## config.mk

```make
export PLATFORM = sky130hd
export DESIGN_NAME = rtc_reg_port
export DESIGN_NICKNAME = d
export VERILOG_FILES = /design/src/rtl/rtc_pkg.sv /design/src/rtl/rtc_periodic_timer.sv /design/src/rtl/rtc_regfile.sv /design/src/rtl/rtc_reg_port.sv
export SDC_FILE = /design/constraint.sdc
export NUM_CORES = 1
export LEC_CHECK = 0
export BUFFER_PORTS_ARGS = -buffer_cell sky130_fd_sc_hd__buf_2
export CORE_ASPECT_RATIO = 1.5
export CORE_MARGIN = 1.5
export CORE_UTILIZATION = 24
export CTS_CLUSTER_DIAMETER = 100
export CTS_CLUSTER_SIZE = 24
export DETAILED_ROUTE_END_ITERATION = 6
export GPL_TIMING_DRIVEN = 1
export PLACE_DENSITY = 0.49
export SYNTH_ARGS = -nofsm -noshare
export SYNTH_HDL_FRONTEND = slang
export SYNTH_HIERARCHICAL = 1
export SYNTH_SLANG_ARGS = --single-unit
export TNS_END_PERCENT = 10
```

## constraint.sdc

```tcl
create_clock -name clk -period 2.3 [get_ports clk]
set_clock_uncertainty 0.1 [all_clocks]
set_input_delay 0.345 -clock clk [delete_from_list [all_inputs] [get_ports clk]]
set_output_delay 0.345 -clock clk [all_outputs]
set_load 0.05 [all_outputs]
```

## src/rtl/rtc_pkg.sv

```systemverilog
package rtc_pkg;

    localparam int BYTE_W     = 8;
    localparam int TIME_BYTES = 10;
    localparam int LAST_INDEX = 13;
    localparam int IDX_W      = $clog2(LAST_INDEX + 1);

    localparam logic [IDX_W-1:0] IDX_STAT_A = IDX_W'(10);
    localparam logic [IDX_W-1:0] IDX_STAT_B = IDX_W'(11);
    localparam logic [IDX_W-1:0] IDX_STAT_C = IDX_W'(12);
    localparam logic [IDX_W-1:0] IDX_STAT_D = IDX_W'(13);

    // status register A: bit 7 update flag, divider/rate reset pattern
    localparam logic [BYTE_W-1:0] A_UPDATE_FLAG = 8'h80;
    localparam logic [BYTE_W-1:0] A_RESET       = 8'h26;

    // status register B bits
    localparam logic [BYTE_W-1:0] B_PERIODIC_EN = 8'h40;
    localparam logic [BYTE_W-1:0] B_SQUARE_EN   = 8'h08;
    localparam logic [BYTE_W-1:0] B_BINARY      = 8'h04;
    localparam logic [BYTE_W-1:0] B_HOUR24      = 8'h02;
    localparam logic [BYTE_W-1:0] B_FREE_MASK   = B_PERIODIC_EN | B_SQUARE_EN;
    localparam logic [BYTE_W-1:0] B_FIXED       = B_BINARY | B_HOUR24;
    localparam logic [BYTE_W-1:0] B_RESET       = B_PERIODIC_EN | B_FIXED;

    typedef enum logic [1:0] {
        ACC_IDLE,
        ACC_RDATA,
        ACC_REJECT
    } acc_state_t;

    typedef enum logic [1:0] {
        TMR_IDLE,
        TMR_COUNT,
        TMR_FIRE
    } tmr_state_t;

    function automatic logic [BYTE_W-1:0] year_byte(input int years, input bit bcd);
        int two_digit;
        if (bcd) begin
            two_digit = years % 100;
            return BYTE_W'(((two_digit / 10) << 4) + (two_digit % 10));
        end
        return BYTE_W'(years);
    endfunction

    // time/date byte layout is fixed because software decodes these indices
    function automatic logic [BYTE_W-1:0] preload_byte(
        input int idx, input int years, input bit bcd, input int month0,
        input int mday, input int hour, input int minute, input int sec,
        input int wday0);
        case (idx)
            0:       return BYTE_W'(sec);
            2:       return BYTE_W'(minute);
            4:       return BYTE_W'(hour);
            6:       return BYTE_W'(wday0 + 1);
            7:       return BYTE_W'(mday);
            8:       return BYTE_W'(month0 + 1);
            9:       return year_byte(years, bcd);
            default: return '0;
        endcase
    endfunction

endpackage

```

## src/rtl/rtc_periodic_timer.sv

```systemverilog
module rtc_periodic_timer
    import rtc_pkg::*;
#(
    parameter int PERIOD_CYCLES = 195313
) (
    input  logic clk,
    input  logic rst_n,
    input  logic enable,
    output logic irq_pulse
);

    localparam int CNT_W = (PERIOD_CYCLES > 2) ? $clog2(PERIOD_CYCLES) : 1;
    localparam logic [CNT_W-1:0] RELOAD = CNT_W'(PERIOD_CYCLES - 2);

    tmr_state_t state_q, state_d;
    logic [CNT_W-1:0] cnt_q, cnt_d;

    // state register
    always_ff @(posedge clk or negedge rst_n) begin
        if (!rst_n) begin
            state_q <= TMR_IDLE;
            cnt_q   <= '0;
        end else begin
            state_q <= state_d;
            cnt_q   <= cnt_d;
        end
    end

    // next state: COUNT spans PERIOD-1 cycles, FIRE one cycle
    always_comb begin
        state_d = state_q;
        cnt_d   = cnt_q;
        unique case (state_q)
            TMR_IDLE: begin
                if (enable) begin
                    state_d = TMR_COUNT;
                    cnt_d   = RELOAD;
                end
            end
            TMR_COUNT: begin
                if (!enable) begin
                    state_d = TMR_IDLE;
                end else if (cnt_q == '0) begin
                    state_d = TMR_FIRE;
                end else begin
                    cnt_d = cnt_q - 1'b1;
                end
            end
            TMR_FIRE: begin
                if (!enable) begin
                    state_d = TMR_IDLE;
                end else begin
                    state_d = TMR_COUNT;
                    cnt_d   = RELOAD;
                end
            end
            default: state_d = TMR_IDLE;
        endcase
    end

    // outputs
    always_comb begin
        irq_pulse = (state_q == TMR_FIRE);
    end

    // pulse never lasts two cycles
    a_r9_single_cycle: assert property (@(posedge clk) disable iff (!rst_n)
        irq_pulse |=> !irq_pulse);

    // countdown never exceeds reload value
    a_r9_reload_bound: assert property (@(posedge clk) disable iff (!rst_n)
        (state_q == TMR_COUNT) |-> (cnt_q <= RELOAD));

    // enable low for two samples means silence
    a_r10_quiet_when_off: assert property (@(posedge clk) disable iff (!rst_n)
        (!enable && !$past(enable)) |-> !irq_pulse);

    // dropping enable parks the timer
    a_r10_idle_after_off: assert property (@(posedge clk) disable iff (!rst_n)
        $fell(enable) |=> (state_q == TMR_IDLE));

endmodule

```

## src/rtl/rtc_regfile.sv

```systemverilog
module rtc_regfile
    import rtc_pkg::*;
#(
    parameter bit YEAR_BCD    = 1'b1,
    parameter int INIT_YEAR   = 124,
    parameter int INIT_MONTH0 = 0,
    parameter int INIT_MDAY   = 1,
    parameter int INIT_HOUR   = 0,
    parameter int INIT_MIN    = 0,
    parameter int INIT_SEC    = 0,
    parameter int INIT_WDAY0  = 0
) (
    input  logic              clk,
    input  logic              rst_n,
    input  logic              idx_we,
    input  logic              data_we,
    input  logic              data_re,
    input  logic [BYTE_W-1:0] wdata,
    output logic [BYTE_W-1:0] rd_byte,
    output logic              wr_reject,
    output logic              periodic_en
);

    logic [IDX_W-1:0]  idx_q;
    logic [BYTE_W-1:0] time_q [TIME_BYTES];
    logic [BYTE_W-1:0] stat_a_q;
    logic [BYTE_W-1:0] stat_b_q;

    logic idx_is_time;
    logic idx_bad;
    logic data_bad;

    always_comb begin
        idx_is_time = (idx_q < IDX_W'(TIME_BYTES));
        idx_bad     = (wdata > BYTE_W'(LAST_INDEX));
        data_bad    = 1'b0;
        if (!idx_is_time) begin
            unique case (idx_q)
                IDX_STAT_A: data_bad = (wdata != A_RESET);
                IDX_STAT_B: data_bad = ((wdata & ~B_FREE_MASK) != B_FIXED);
                default:    data_bad = 1'b1;
            endcase
        end
        wr_reject = (idx_we && idx_bad) || (data_we && data_bad);
    end

    // read value, register A shows its post-toggle value
    always_comb begin
        rd_byte = '0;
        if (idx_is_time) begin
            rd_byte = time_q[idx_q];
        end else if (idx_q == IDX_STAT_A) begin
            rd_byte = stat_a_q ^ A_UPDATE_FLAG;
        end else if (idx_q == IDX_STAT_B) begin
            rd_byte = stat_b_q;
        end
    end

    always_ff @(posedge clk or negedge rst_n) begin
        if (!rst_n) begin
            idx_q <= '0;
        end else if (idx_we && !idx_bad) begin
            idx_q <= IDX_W'(wdata);
        end
    end

    always_ff @(posedge clk or negedge rst_n) begin
        if (!rst_n) begin
            for (int i = 0; i < TIME_BYTES; i++) begin
                time_q[i] <= preload_byte(i, INIT_YEAR, YEAR_BCD, INIT_MONTH0,
                                          INIT_MDAY, INIT_HOUR, INIT_MIN,
                                          INIT_SEC, INIT_WDAY0);
            end
        end else if (data_we && idx_is_time) begin
            time_q[idx_q] <= wdata;
        end
    end

    always_ff @(posedge clk or negedge rst_n) begin
        if (!rst_n) begin
            stat_a_q <= A_RESET;
        end else if (data_we && !data_bad && idx_q == IDX_STAT_A) begin
            stat_a_q <= wdata;
        end else if (data_re && idx_q == IDX_STAT_A) begin
            stat_a_q <= stat_a_q ^ A_UPDATE_FLAG;
        end
    end

    always_ff @(posedge clk or negedge rst_n) begin
        if (!rst_n) begin
            stat_b_q <= B_RESET;
        end else if (data_we && !data_bad && idx_q == IDX_STAT_B) begin
            stat_b_q <= wdata;
        end
    end

    assign periodic_en = |(stat_b_q & B_PERIODIC_EN);

    // selected index never leaves the implemented range
    a_r1_index_range: assert property (@(posedge clk) disable iff (!rst_n)
        idx_q <= IDX_W'(LAST_INDEX));

    // each read of register A flips the update flag
    a_r5_flag_flips: assert property (@(posedge clk) disable iff (!rst_n)
        (data_re && !data_we && idx_q == IDX_STAT_A)
        |=> (stat_a_q[7] != $past(stat_a_q[7])));

    // divider and rate bits of register A never change
    a_r6_rate_fixed: assert property (@(posedge clk) disable iff (!rst_n)
        stat_a_q[6:0] == A_RESET[6:0]);

    // register B keeps its mandatory mode bits
    a_r7_mode_fixed: assert property (@(posedge clk) disable iff (!rst_n)
        (stat_b_q & ~B_FREE_MASK) == B_FIXED);

endmodule

```

## src/rtl/rtc_reg_port.sv

```systemverilog
module rtc_reg_port
    import rtc_pkg::*;
#(
    parameter int PERIOD_CYCLES = 195313,
    parameter bit YEAR_BCD      = 1'b1,
    parameter int INIT_YEAR     = 124,
    parameter int INIT_MONTH0   = 0,
    parameter int INIT_MDAY     = 1,
    parameter int INIT_HOUR     = 0,
    parameter int INIT_MIN      = 0,
    parameter int INIT_SEC      = 0,
    parameter int INIT_WDAY0    = 0
) (
    input  logic       clk,
    input  logic       rst_n,
    input  logic       bus_wr,
    input  logic       bus_rd,
    input  logic       bus_port,
    input  logic [7:0] bus_wdata,
    output logic [7:0] bus_rdata,
    output logic       bus_rvalid,
    output logic       bus_reject,
    output logic       irq_pulse
);

    acc_state_t state_q, state_d;
    logic [BYTE_W-1:0] rdata_q;
    logic [BYTE_W-1:0] rd_byte;
    logic idx_we, data_we, data_re;
    logic wr_reject;
    logic periodic_en;

    // write wins over read in the same cycle
    always_comb begin
        idx_we  = bus_wr && !bus_port;
        data_we = bus_wr && bus_port;
        data_re = bus_rd && !bus_wr;
    end

    rtc_regfile #(
        .YEAR_BCD    (YEAR_BCD),
        .INIT_YEAR   (INIT_YEAR),
        .INIT_MONTH0 (INIT_MONTH0),
        .INIT_MDAY   (INIT_MDAY),
        .INIT_HOUR   (INIT_HOUR),
        .INIT_MIN    (INIT_MIN),
        .INIT_SEC    (INIT_SEC),
        .INIT_WDAY0  (INIT_WDAY0)
    ) u_regs (
        .clk         (clk),
        .rst_n       (rst_n),
        .idx_we      (idx_we),
        .data_we     (data_we),
        .data_re     (data_re),
        .wdata       (bus_wdata),
        .rd_byte     (rd_byte),
        .wr_reject   (wr_reject),
        .periodic_en (periodic_en)
    );

    rtc_periodic_timer #(
        .PERIOD_CYCLES (PERIOD_CYCLES)
    ) u_timer (
        .clk       (clk),
        .rst_n     (rst_n),
        .enable    (periodic_en),
        .irq_pulse (irq_pulse)
    );

    // next response state
    always_comb begin
        state_d = ACC_IDLE;
        unique case (state_q)
            ACC_IDLE, ACC_RDATA, ACC_REJECT: begin
                if (bus_wr) begin
                    state_d = wr_reject ? ACC_REJECT : ACC_IDLE;
                end else if (bus_rd) begin
                    state_d = ACC_RDATA;
                end
            end
            default: state_d = ACC_IDLE;
        endcase
    end

    // state register
    always_ff @(posedge clk or negedge rst_n) begin
        if (!rst_n) begin
            state_q <= ACC_IDLE;
            rdata_q <= '0;
        end else begin
            state_q <= state_d;
            if (data_re) begin
                rdata_q <= rd_byte;
            end
        end
    end

    // outputs
    always_comb begin
        bus_rvalid = (state_q == ACC_RDATA);
        bus_reject = (state_q == ACC_REJECT);
        bus_rdata  = bus_rvalid ? rdata_q : '0;
    end

    // at most one response kind per cycle
    a_r11_resp_exclusive: assert property (@(posedge clk) disable iff (!rst_n)
        $onehot0({bus_rvalid, bus_reject}));

    // a response follows a lone read request
    a_r11_rvalid_origin: assert property (@(posedge clk) disable iff (!rst_n)
        bus_rvalid |-> $past(bus_rd && !bus_wr));

    // a reject follows a write
    a_r11_reject_origin: assert property (@(posedge clk) disable iff (!rst_n)
        bus_reject |-> $past(bus_wr));

endmodule

```

==> flow_metrics.env, run 1 <==
export IMPL_clk_path_buf_depth=2
export IMPL_synth_edf_count=0
export IMPL_rr_worst_depth=5
export IMPL_clkLatencyLatePin_ps=420
export IMPL_core_area_um2=25200
export IMPL_wl_per_cell_um=17.4
export IMPL_netlist_top_cells_area="dfrtp_1, mux2_2, mux4_2"
export IMPL_drive_above_1_share_pct=45.8
export IMPL_first_pass_iters=5
export IMPL_hold_depth=3
export IMPL_synthFlopType="dfrtp_1"
export IMPL_grt_pass1_wl_um=24200
export IMPL_die_h_um=200
export IMPL_vias_per_cell=4.57
export IMPL_diodes=0
export IMPL_drc=0
export IMPL_die_w_um=134
export IMPL_dp_cells=812
export IMPL_dieArea_um2=26800
export IMPL_max_cap_violations=0
export IMPL_hold_viol_final=0
export IMPL_setup_viol=0
export IMPL_syn_to_final_growth_pct=21.2
export IMPL_cp_max_fo=12
export IMPL_crit_required_ps=2500
export IMPL_register_area_um2=3270
export IMPL_slew_viol_final=0
export IMPL_arrival_ps=2400
export IMPL_antenna_found_initial=0
export IMPL_stdcell_count=848
export IMPL_synth_fp_nets=467
export IMPL_postSynthCellCount=453
export IMPL_grt_max_degree=37
export IMPL_numCtsBuffers=17
export IMPL_h_tree_depth=4
export IMPL_avgSynthCellArea_um2=13.7
export IMPL_peakVddDrop_mv=0.406
export IMPL_tightest_slew_ps=737
export IMPL_slew_headroom_pct=50.8
export IMPL_startpoint_type="flip-flop"
export IMPL_drtAntennaViolNets=0
export IMPL_multi_input_area_um2=2800
export IMPL_root_buffer="clkbuf_16"
export IMPL_fin_tns_setup_ps=0
export IMPL_timing_fmax_mhz=455
export IMPL_vias=3878
export IMPL_timing_final_crit_period_ps=2200
export IMPL_crit_path_end_kind="flip-flop"
export IMPL_grt_total_usage_pct=11.9
export IMPL_synth_seq_area_share_pct=52.7
export IMPL_num_rows=71
export IMPL_nFillCells=2578
export IMPL_hpwlAfterDp_um=10700
export IMPL_ys_types=58
export IMPL_fin_crit_sh_pct=95.5
export IMPL_cts_tree="built"
export IMPL_initial_core_util_pct=24.6
export IMPL_io_pin_count=24
export IMPL_path_clk_slew_ps=60
export IMPL_wirelength_um=14700
export IMPL_p_leak_nw=3.38
export IMPL_syn_cell_area_um2=6200
export IMPL_status="finished clean"
export IMPL_synth_seq_cells=130
export IMPL_drt_initial_drc_count=113
export IMPL_synth_top_cell_area_share_pct=48.0
export IMPL_grt_overflow_total=0
export IMPL_ys_warnings_count=6
export IMPL_nets=521
export IMPL_routabilityCongestion=0.838
export IMPL_cellPowerDensity_nw_per_um2=994
export IMPL_numPortBuffers=23
export IMPL_critical_path_class="flip-flop to flip-flop"
export IMPL_cts_sinks=130
export IMPL_hold_class="input pin to flip-flop"
export IMPL_grt_pass1_vias=4298
export IMPL_synth_top_cell_by_area="dfrtp_1"
export IMPL_async_flop_share_pct=100
[what timing repair did]
| item | 4_1_cts | 5_1_grt |
|---|---|---|
| endpoints found under the setup margin | 0 | 4 |
| resized for setup | 0 | 4 |
| hold buffers | 1 | 0 |
| endpoints found under the hold margin | 25 | 0 |
| buffers inserted | 0 | 3 |
[worst paths after layout]
path,from,endpoint,slack [ps]
max,u_regs/idx_q[0],rdata_q[5],100
min reg2reg,state_q[0],state_q[1],380
min,bus_wr,state_q[1],90
max reg2reg,u_regs/idx_q[0],rdata_q[5],100
min in group asynchronous,rst_n,rdata_q[2],350
max in group asynchronous,rst_n,u_regs/time_q[20],1100
[layout make-up]
class                   count  share of cell area (%)
flip-flops and latches    130                    43.4
multi-input cells         294                    37.2
clock buffers              26                    6.64
repair buffers             60                    5.95
well taps                 328                    5.46
clock inverters             6                    1.06
inverters                   4                   0.200
[placed cells by master (no fill, tap or decap), types with 5 or more instances in the layout]
| cell | instances |
|---|---|
| mux4_2 | 23 |
| mux2_2 | 84 |
| nor2b_1 | 7 |
| buf_2 | 22 |
| clkbuf_16 | 17 |
| nand3_1 | 5 |
| buf_4 | 33 |
| nand2_1 | 32 |
| dfrtp_1 | 118 |
| nor4_1 | 5 |
| and2_1 | 15 |
| nor2_1 | 11 |
| clkbuf_1 | 5 |
| nand2b_1 | 5 |
| nor3_1 | 8 |
| nor3_2 | 5 |
| a21boi_0 | 6 |
| xnor2_1 | 12 |
| dfstp_2 | 11 |
| mux2_4 | 10 |
| a22oi_1 | 8 |
[flip-flops by register name (all words and copies together) (netlist names)]
name and count:
u_regs/stat_a_q 8, u_timer/state_q 2, state_q 2, rdata_q 8, u_timer/cnt_q 18, u_regs/time_q 80, u_regs/idx_q 4, u_regs/stat_b_q 8
[synthesized netlist by cell type (3+ instances only)]
cell type and instances:
dfrtp_1 119, mux2_2 84, nand2_1 32, mux4_2 23, and2_1 15, xnor2_1 12, dfstp_2 11, nor2_1 11
clkbuf_1 10, mux2_4 10, nor3_1 9, a22oi_1 8, nor2b_1 7, a21boi_0 6, buf_2 6, nand2b_1 5
nand3_1 5, nor4_1 5, a21o_1 4, a21oi_1 4, inv_1 4, nand3b_1 4, nor3_2 4, a211oi_1 3
buf_1 3, buf_6 3, nor2_2 3, nor3b_1 3, o21ai_0 3
[cells by family after synthesis]
kind of cell             after synthesis  share of synthesized area [%]
flip-flops                           130                           52.7
AND/OR/NAND/NOR                      123                           11.5
multiplexers                         119                           26.6
AO/OA/AOI/OAI                         39                           4.86
buffers and inverters                 29                           2.54
XOR/XNOR                              12                           1.69
adder cells (fa/ha/maj)                1                          0.202
[critical path: stages, from the launching register on]
cell	delay [ps]
dfrtp_2	630
buf_4	230
mux4_2	510
a22oi_1	260
nand2_1	90
mux2_4	260
[where the power goes]
part	leakage [nW]	internal, mW	switching (mW)
Clock	0.288	1.70	0.944
Combinational	1.41	0.969	0.661
Sequential	1.69	2.84	0.357
[per-stage QoR]
stage / cell area [µm²] / util (%) / power (mW) / hold slack, ps / worst slack (ps)
final: 7520 / 29.8 / 7.48 / 85.0 / 103
after global routing: 7520 / 29.8 / 7.86 / 87.9 / -18.0
after CTS: 7480 / 29.6 / 7.56 / 65.5 / 7.31
after detailed placement: 6890 / 27.3 / 4.87 / 255 / 57.5
after global placement: 6890 / 27.3 / 4.80 / 240 / 133
after floorplan: 6200 / - / 4.34 / -50.6 / 250
[metal layers]
layer	GRT usage, %	vias up	part of all wire, %
met3	2.68	28	3.3
met2	20.7	78	51
met5	0	-	0
met4	5.85	0	2.8
met1	13.9	2007	42
li1	-	1765	-
No activity file was read; power rests on OpenSTA's default activity.
==> inputs of run 2 (changes only) <==
--- a/config.mk
+++ b/config.mk
@@ -6,14 +6,13 @@
 export NUM_CORES = 1
 export LEC_CHECK = 0
 export BUFFER_PORTS_ARGS = -buffer_cell sky130_fd_sc_hd__buf_2
-export CORE_ASPECT_RATIO = 1.5
 export CORE_MARGIN = 1.5
 export CORE_UTILIZATION = 24
 export CTS_CLUSTER_DIAMETER = 100
 export CTS_CLUSTER_SIZE = 24
 export DETAILED_ROUTE_END_ITERATION = 6
-export GPL_TIMING_DRIVEN = 1
 export PLACE_DENSITY = 0.49
+export RECOVER_POWER = 100
 export SYNTH_ARGS = -nofsm -noshare
 export SYNTH_HDL_FRONTEND = slang
 export SYNTH_HIERARCHICAL = 1
==> run 2 against run 1 <==
  * Final area fell by 1.4%
  * Critical path type unchanged
  * Combinational power hardly changed
  * Setup slack worse by 10 ps
  * Count of clock-buffer cells in the layout down 8
  * Final cell count shrank 0.47%
  * Sequential share of layout area rose by 0.60 points
  * Critical path depth up 2
  * Largest power group unchanged
==> flow_metrics.env, run 2 (synthesis results as in run 1) <==
export IMPL_vias_per_cell=4.54
export IMPL_multi_input_area_um2=2780
export IMPL_slew_viol_final=0
export IMPL_crit_required_ps=2490
export IMPL_top_usage_layer="met2"
export IMPL_rsz0062_at_grt="yes"
export IMPL_hold_viol_final=0
export IMPL_setup_viol=0
export IMPL_wl_per_cell_um=17.1
export IMPL_timing_fmax_mhz=453
export IMPL_preCtsSetupSlack_ps=84.8
export IMPL_use_met3_pct=3.21
export IMPL_io_pin_count=24
export IMPL_grt_max_degree=131
export IMPL_dieArea_um2=26800
export IMPL_register_area_um2=3270
export IMPL_nets=515
export IMPL_regMostFlops="u_regs/time_q"
export IMPL_final_common_cell="dfrtp_1"
export IMPL_path_clk_slew_ps=60
export IMPL_grt_pass1_vias=4119
export IMPL_root_buffer="clkbuf_16"
export IMPL_fin_crit_sh_pct=96.0
export IMPL_hpwlAfterDp_um=9760
export IMPL_p_leak_nw=3.29
export IMPL_cp_max_fo=9
export IMPL_wirelength_um=14400
export IMPL_critical_path_class="flip-flop to flip-flop"
export IMPL_timing_final_crit_period_ps=2210
export IMPL_status="finished clean"
export IMPL_cts_tree="built"
export IMPL_antenna_found_initial=2
export IMPL_largest_reg_flops=80
export IMPL_numPortBuffers=23
export IMPL_cts_sinks=130
export IMPL_first_pass_iters=5
export IMPL_rr_worst_depth=7
export IMPL_numCtsBuffers=17
export IMPL_core_area_um2=25300
export IMPL_arrival_ps=2400
export IMPL_fin_util_pct=29.4
export IMPL_grt_util_met1_pct=14.0
export IMPL_peakVddDrop_mv=0.594
export IMPL_num_rows=58
export IMPL_clk_path_buf_depth=2
export IMPL_drc=0
export IMPL_drive_above_1_share_pct=43.2
export IMPL_syn_to_final_growth_pct=19.5
export IMPL_die_h_um=164
export IMPL_grt_total_usage_pct=11.7
export IMPL_h_tree_depth=4
export IMPL_vias=3833
export IMPL_fin_ws_ps=93.1
export IMPL_tightest_slew_ps=1220
export IMPL_die_w_um=164
export IMPL_clkLatencyLatePin_ps=430
export IMPL_cellPowerDensity_nw_per_um2=998
export IMPL_grt_pass1_wl_um=23500
export IMPL_grtUsageMet2_pct=20.0
export IMPL_grt_overflow_total=0
export IMPL_hold_depth=3
export IMPL_routabilityCongestion=0.830
export IMPL_diodes=0
export IMPL_drt_initial_drc_count=257
export IMPL_crit_path_end_kind="flip-flop"
export IMPL_initial_core_util_pct=24.6
export IMPL_slew_headroom_pct=18.7
export IMPL_startpoint_type="flip-flop"
export IMPL_drtAntennaViolNets=0
export IMPL_nFillCells=2605
export IMPL_final_cell_mix="dfrtp_1, mux2_2, nand2_1"
export IMPL_max_cap_violations=0
export IMPL_hold_class="input pin to flip-flop"
export IMPL_top_regs="u_regs/time_q (80), u_timer/cnt_q (18)"
==> run 2: per-stage QoR <==
stage,power [mW],cell area (µm²),std cells,hold slack [ps],TNS [ps]
after CTS,7.51,7460,844,79.0,0
final,7.40,7420,844,87.7,0
after floorplan,4.34,6200,453,-50.6,0
after detailed placement,4.85,6870,811,379,0
after global routing,7.80,7420,844,85.5,-5.14
after global placement,4.79,6870,811,365,0
==> run 2: final cells by class <==
class                           instances  share of cell area (%)
Timing Repair Buffer                   54                    4.93
Sequential cell                       130                    44.0
Multi-Input combinational cell        294                    37.4
Inverter                                4                   0.202
Tap cell                              330                    5.57
Clock inverter                         14                    1.89
Clock buffer                           18                    5.92
==> run 2: worst max-delay path, cell delays in order, from the launching register on <==
cell and delay [ps]:
dfrtp_1 420, inv_1 70, ha_1 200, or4b_4 510, and2b_2 300, a21oi_4 110
a311oi_1 280, a41oi_1 70
==> run 2: layer usage <==
layer / vias to the layer above / part of all wire, %
met3: 22 / 3.9
met1: 1987 / 44
met5: - / 0.18
met4: 4 / 1.5
met2: 61 / 50
li1: 1759 / -
==> run 2: timing repair <==
item / 4_1_cts / 5_1_grt
endpoints found under the setup margin: 0 / 3
hold buffers: 1 / 0
buffers inserted: 0 / 0
resized for setup: 0 / 2
hold endpoints to repair: 93 / 0
==> run 2: worst paths after layout <==
kind,from,to,slack (ps)
setup reg to reg,u_timer/cnt_q[0],u_timer/cnt_q[11],90
min in group asynchronous,rst_n,u_timer/state_q[0],640
setup / recovery,u_timer/cnt_q[0],u_timer/cnt_q[11],90
hold reg to reg,u_regs/stat_b_q[0],u_regs/stat_b_q[0],390
hold / removal,bus_wr,state_q[1],90
max in group asynchronous,rst_n,rdata_q[3],600
==> run 2: power breakdown <==
group | internal, mW | total [mW] | switching (mW)
combinational | 0.948 | 1.63 | 0.679
sequential | 2.84 | 3.15 | 0.308
clock | 1.61 | 2.63 | 1.01
total | 5.40 | 7.40 | 2.00
==> inputs of run 3 (changes only) <==
--- a/config.mk
+++ b/config.mk
@@ -5,7 +5,7 @@
 export SDC_FILE = /design/constraint.sdc
 export NUM_CORES = 1
 export LEC_CHECK = 0
-export BUFFER_PORTS_ARGS = -buffer_cell sky130_fd_sc_hd__buf_2
+export BUFFER_PORTS_ARGS = -buffer_cell sky130_fd_sc_hd__clkbuf_2
 export CORE_MARGIN = 1.5
 export CORE_UTILIZATION = 24
 export CTS_CLUSTER_DIAMETER = 100
==> constraint.sdc (replaced) <==
create_clock -name clk -period 2.3 [get_ports clk]
set_clock_uncertainty 0.1 [all_clocks]
set_input_delay 0.23 -clock clk [delete_from_list [all_inputs] [get_ports clk]]
set_output_delay 0.23 -clock clk [all_outputs]
set_load 0.05 [all_outputs]
==> run 3 against run 2 <==
  * Die area did not move
  * Sequential share of layout area fell by 0.065 points
  * Wire length rose by 2.2%
  * Final area rose by 0.19%
  * Highest routed layer is now met4
  * Clock power rose by 17%
  * Setup slack barely moved
  * Combinational power barely moved
  * Non-clock buffer count fell by 2
  * Sequential power barely moved
  * Register-to-register slack improved by 20 ps
  * Global-route usage rose by 0.44 points
==> flow_metrics.env, run 3 (synthesis results as in run 1) <==
export IMPL_dieArea_um2=26800
export IMPL_die_h_um=164
export IMPL_multi_input_area_um2=2750
export IMPL_diodes=0
export IMPL_drt_initial_drc_count=147
export IMPL_final_common_cell="dfrtp_1"
export IMPL_core_area_um2=25300
export IMPL_cts_sinks=130
export IMPL_antenna_found_initial=0
export IMPL_fin_util_pct=29.4
export IMPL_power_switching_mw=2.07
export IMPL_status="finished clean"
export IMPL_p_int_mw=5.77
export IMPL_syn_to_final_growth_pct=19.8
export IMPL_critical_path_class="input pin to flip-flop"
export IMPL_tightest_slew_ps=840
export IMPL_path_delay_family="buffers and inverters"
export IMPL_slew_viol_final=0
export IMPL_timing_fmax_mhz=453
export IMPL_nFillCells=2558
export IMPL_max_cap_violations=0
export IMPL_grt_overflow_total=0
export IMPL_routabilityCongestion=0.797
export IMPL_nets=513
export IMPL_rsz0062_at_grt="no"
export IMPL_p_leak_nw=3.28
export IMPL_hold_class="input pin to flip-flop"
export IMPL_numCtsBuffers=17
export IMPL_setup_viol=0
export IMPL_io_pin_count=24
export IMPL_peakVddDrop_mv=0.602
export IMPL_top_regs="u_regs/time_q (80), u_timer/cnt_q (18)"
export IMPL_drtAntennaViolNets=0
export IMPL_cellPowerDensity_nw_per_um2=1060
export IMPL_vias=3821
export IMPL_numPortBuffers=23
export IMPL_slowest_delay_ps=530
export IMPL_startpoint_type="input pin"
export IMPL_wirelength_um=14700
export IMPL_post_cts_setup_buffer_count=0
export IMPL_fin_crit_sh_pct=95.9
export IMPL_register_area_um2=3270
export IMPL_first_pass_iters=4
export IMPL_cts_tree="built"
export IMPL_seqPwrFrac_pct=39.8
export IMPL_crit_path_end_kind="flip-flop"
export IMPL_timing_final_crit_period_ps=2210
export IMPL_h_tree_depth=4
export IMPL_slowest_stage="dlygate4sd3_1"
export IMPL_clk_path_buf_depth=2
export IMPL_arrival_ps=2410
export IMPL_cp_max_fo=6
export IMPL_initial_core_util_pct=24.6
export IMPL_placedInstanceArea_um2=6850
export IMPL_drc=0
export IMPL_drive_above_1_share_pct=41.4
export IMPL_grt_pass1_wl_um=23900
export IMPL_vias_per_cell=4.54
export IMPL_path_clk_slew_ps=60
export IMPL_grt_total_usage_pct=12.1
export IMPL_clockPowerShare_pct=39.5
export IMPL_final_cell_mix="dfrtp_1, mux2_2, nand2_1"
export IMPL_hold_viol_final=0
export IMPL_num_rows=58
export IMPL_rrSetupSlack_ps=110
export IMPL_worstPathCellList="dlygate4sd3_1, clkbuf_2, and2_1, nand3_1, nor3_1, clkbuf_1, mux2_2"
export IMPL_regMostFlops="u_regs/time_q"
export IMPL_grt_pass1_vias=4198
export IMPL_largest_reg_flops=80
export IMPL_slew_headroom_pct=44.0
export IMPL_root_buffer="clkbuf_16"
export IMPL_grt_max_degree=57
export IMPL_wl_per_cell_um=17.5
export IMPL_fin_area_um2=7430
export IMPL_critPathBufInv=3
export IMPL_crit_required_ps=2510
export IMPL_clkLatencyLatePin_ps=420
export IMPL_die_w_um=164
export IMPL_hpwlAfterDp_um=10200
export IMPL_fin_tns_setup_ps=0
export IMPL_swShare_pct=26.5
export IMPL_combPwrFrac_pct=20.7
run 3: cell types whose count changed in the layout (fill, tap and decap cells not counted), moves of 2 or more:
cell	previous run	this run
clkbuf_2	1	27
bufinv_16	2	6
mux2_1	0	9
inv_6	0	4
clkinvlp_4	5	1
and2_0	0	10
buf_4	19	10
buf_2	19	0
and2_1	15	5
buf_12	3	1
clkinv_2	5	1
mux2_4	10	2
run 3: routing by layer:
metal | up-vias | track usage, % | routed length [µm]
li1 | 1751 | - | -
met1 | 1999 | 15.0 | 6700
met2 | 53 | 20.4 | 7310
met3 | 18 | 3.16 | 486
met4 | 0 | 4.21 | 219
met5 | - | 0 | 0
run 3: stage by stage:
step | power (mW) | instances | setup slack [ps] | hold slack (ps)
after floorplan | 4.34 | 453 | 250 | -166
after global placement | 4.79 | 808 | 123 | 103
after detailed placement | 4.88 | 808 | 95.3 | 116
after CTS | 8.03 | 842 | 78.4 | 61.1
after global routing | 8.25 | 842 | 8.73 | 70.0
final | 7.84 | 842 | 93.5 | 75.6
run 3: timing repair:
action / CTS / global route
gates resized for setup: 0 / 4
setup endpoints to repair: 0 / 11
endpoints found under the hold margin: 31 / 0
hold buffers: 2 / 0
run 3: area by class of cell:
cell class	count	share of cell area, %
multi-input cells	294	37.0
inverters	4	0.202
clock inverters	15	3.42
flip-flops and latches	130	44.0
clock buffers	17	5.72
well taps	330	5.56
repair buffers	52	4.07
run 3: final timing paths:
check,depth (start not counted),to,start
worst max-delay path,7,u_regs/time_q[51],bus_wr
min in group asynchronous,2,u_timer/cnt_q[4],rst_n
worst max register to register,7,u_timer/cnt_q[11],u_timer/cnt_q[0]
worst min-delay path,2,u_regs/time_q[9],bus_wdata[1]
worst min register to register,1,state_q[1],state_q[0]
max in group asynchronous,3,state_q[0],rst_n
run 3: power by group through the flow:
stage	Clock [mW]	Sequential (mW)	Combinational, mW
2_1_floorplan	0	3.04	1.29
3_3_place_gp	0	3.12	1.67
3_5_place_dp	0	3.16	1.71
4_1_cts	3.18	3.13	1.72
5_1_grt	3.29	3.20	1.76
6_report	3.09	3.12	1.63
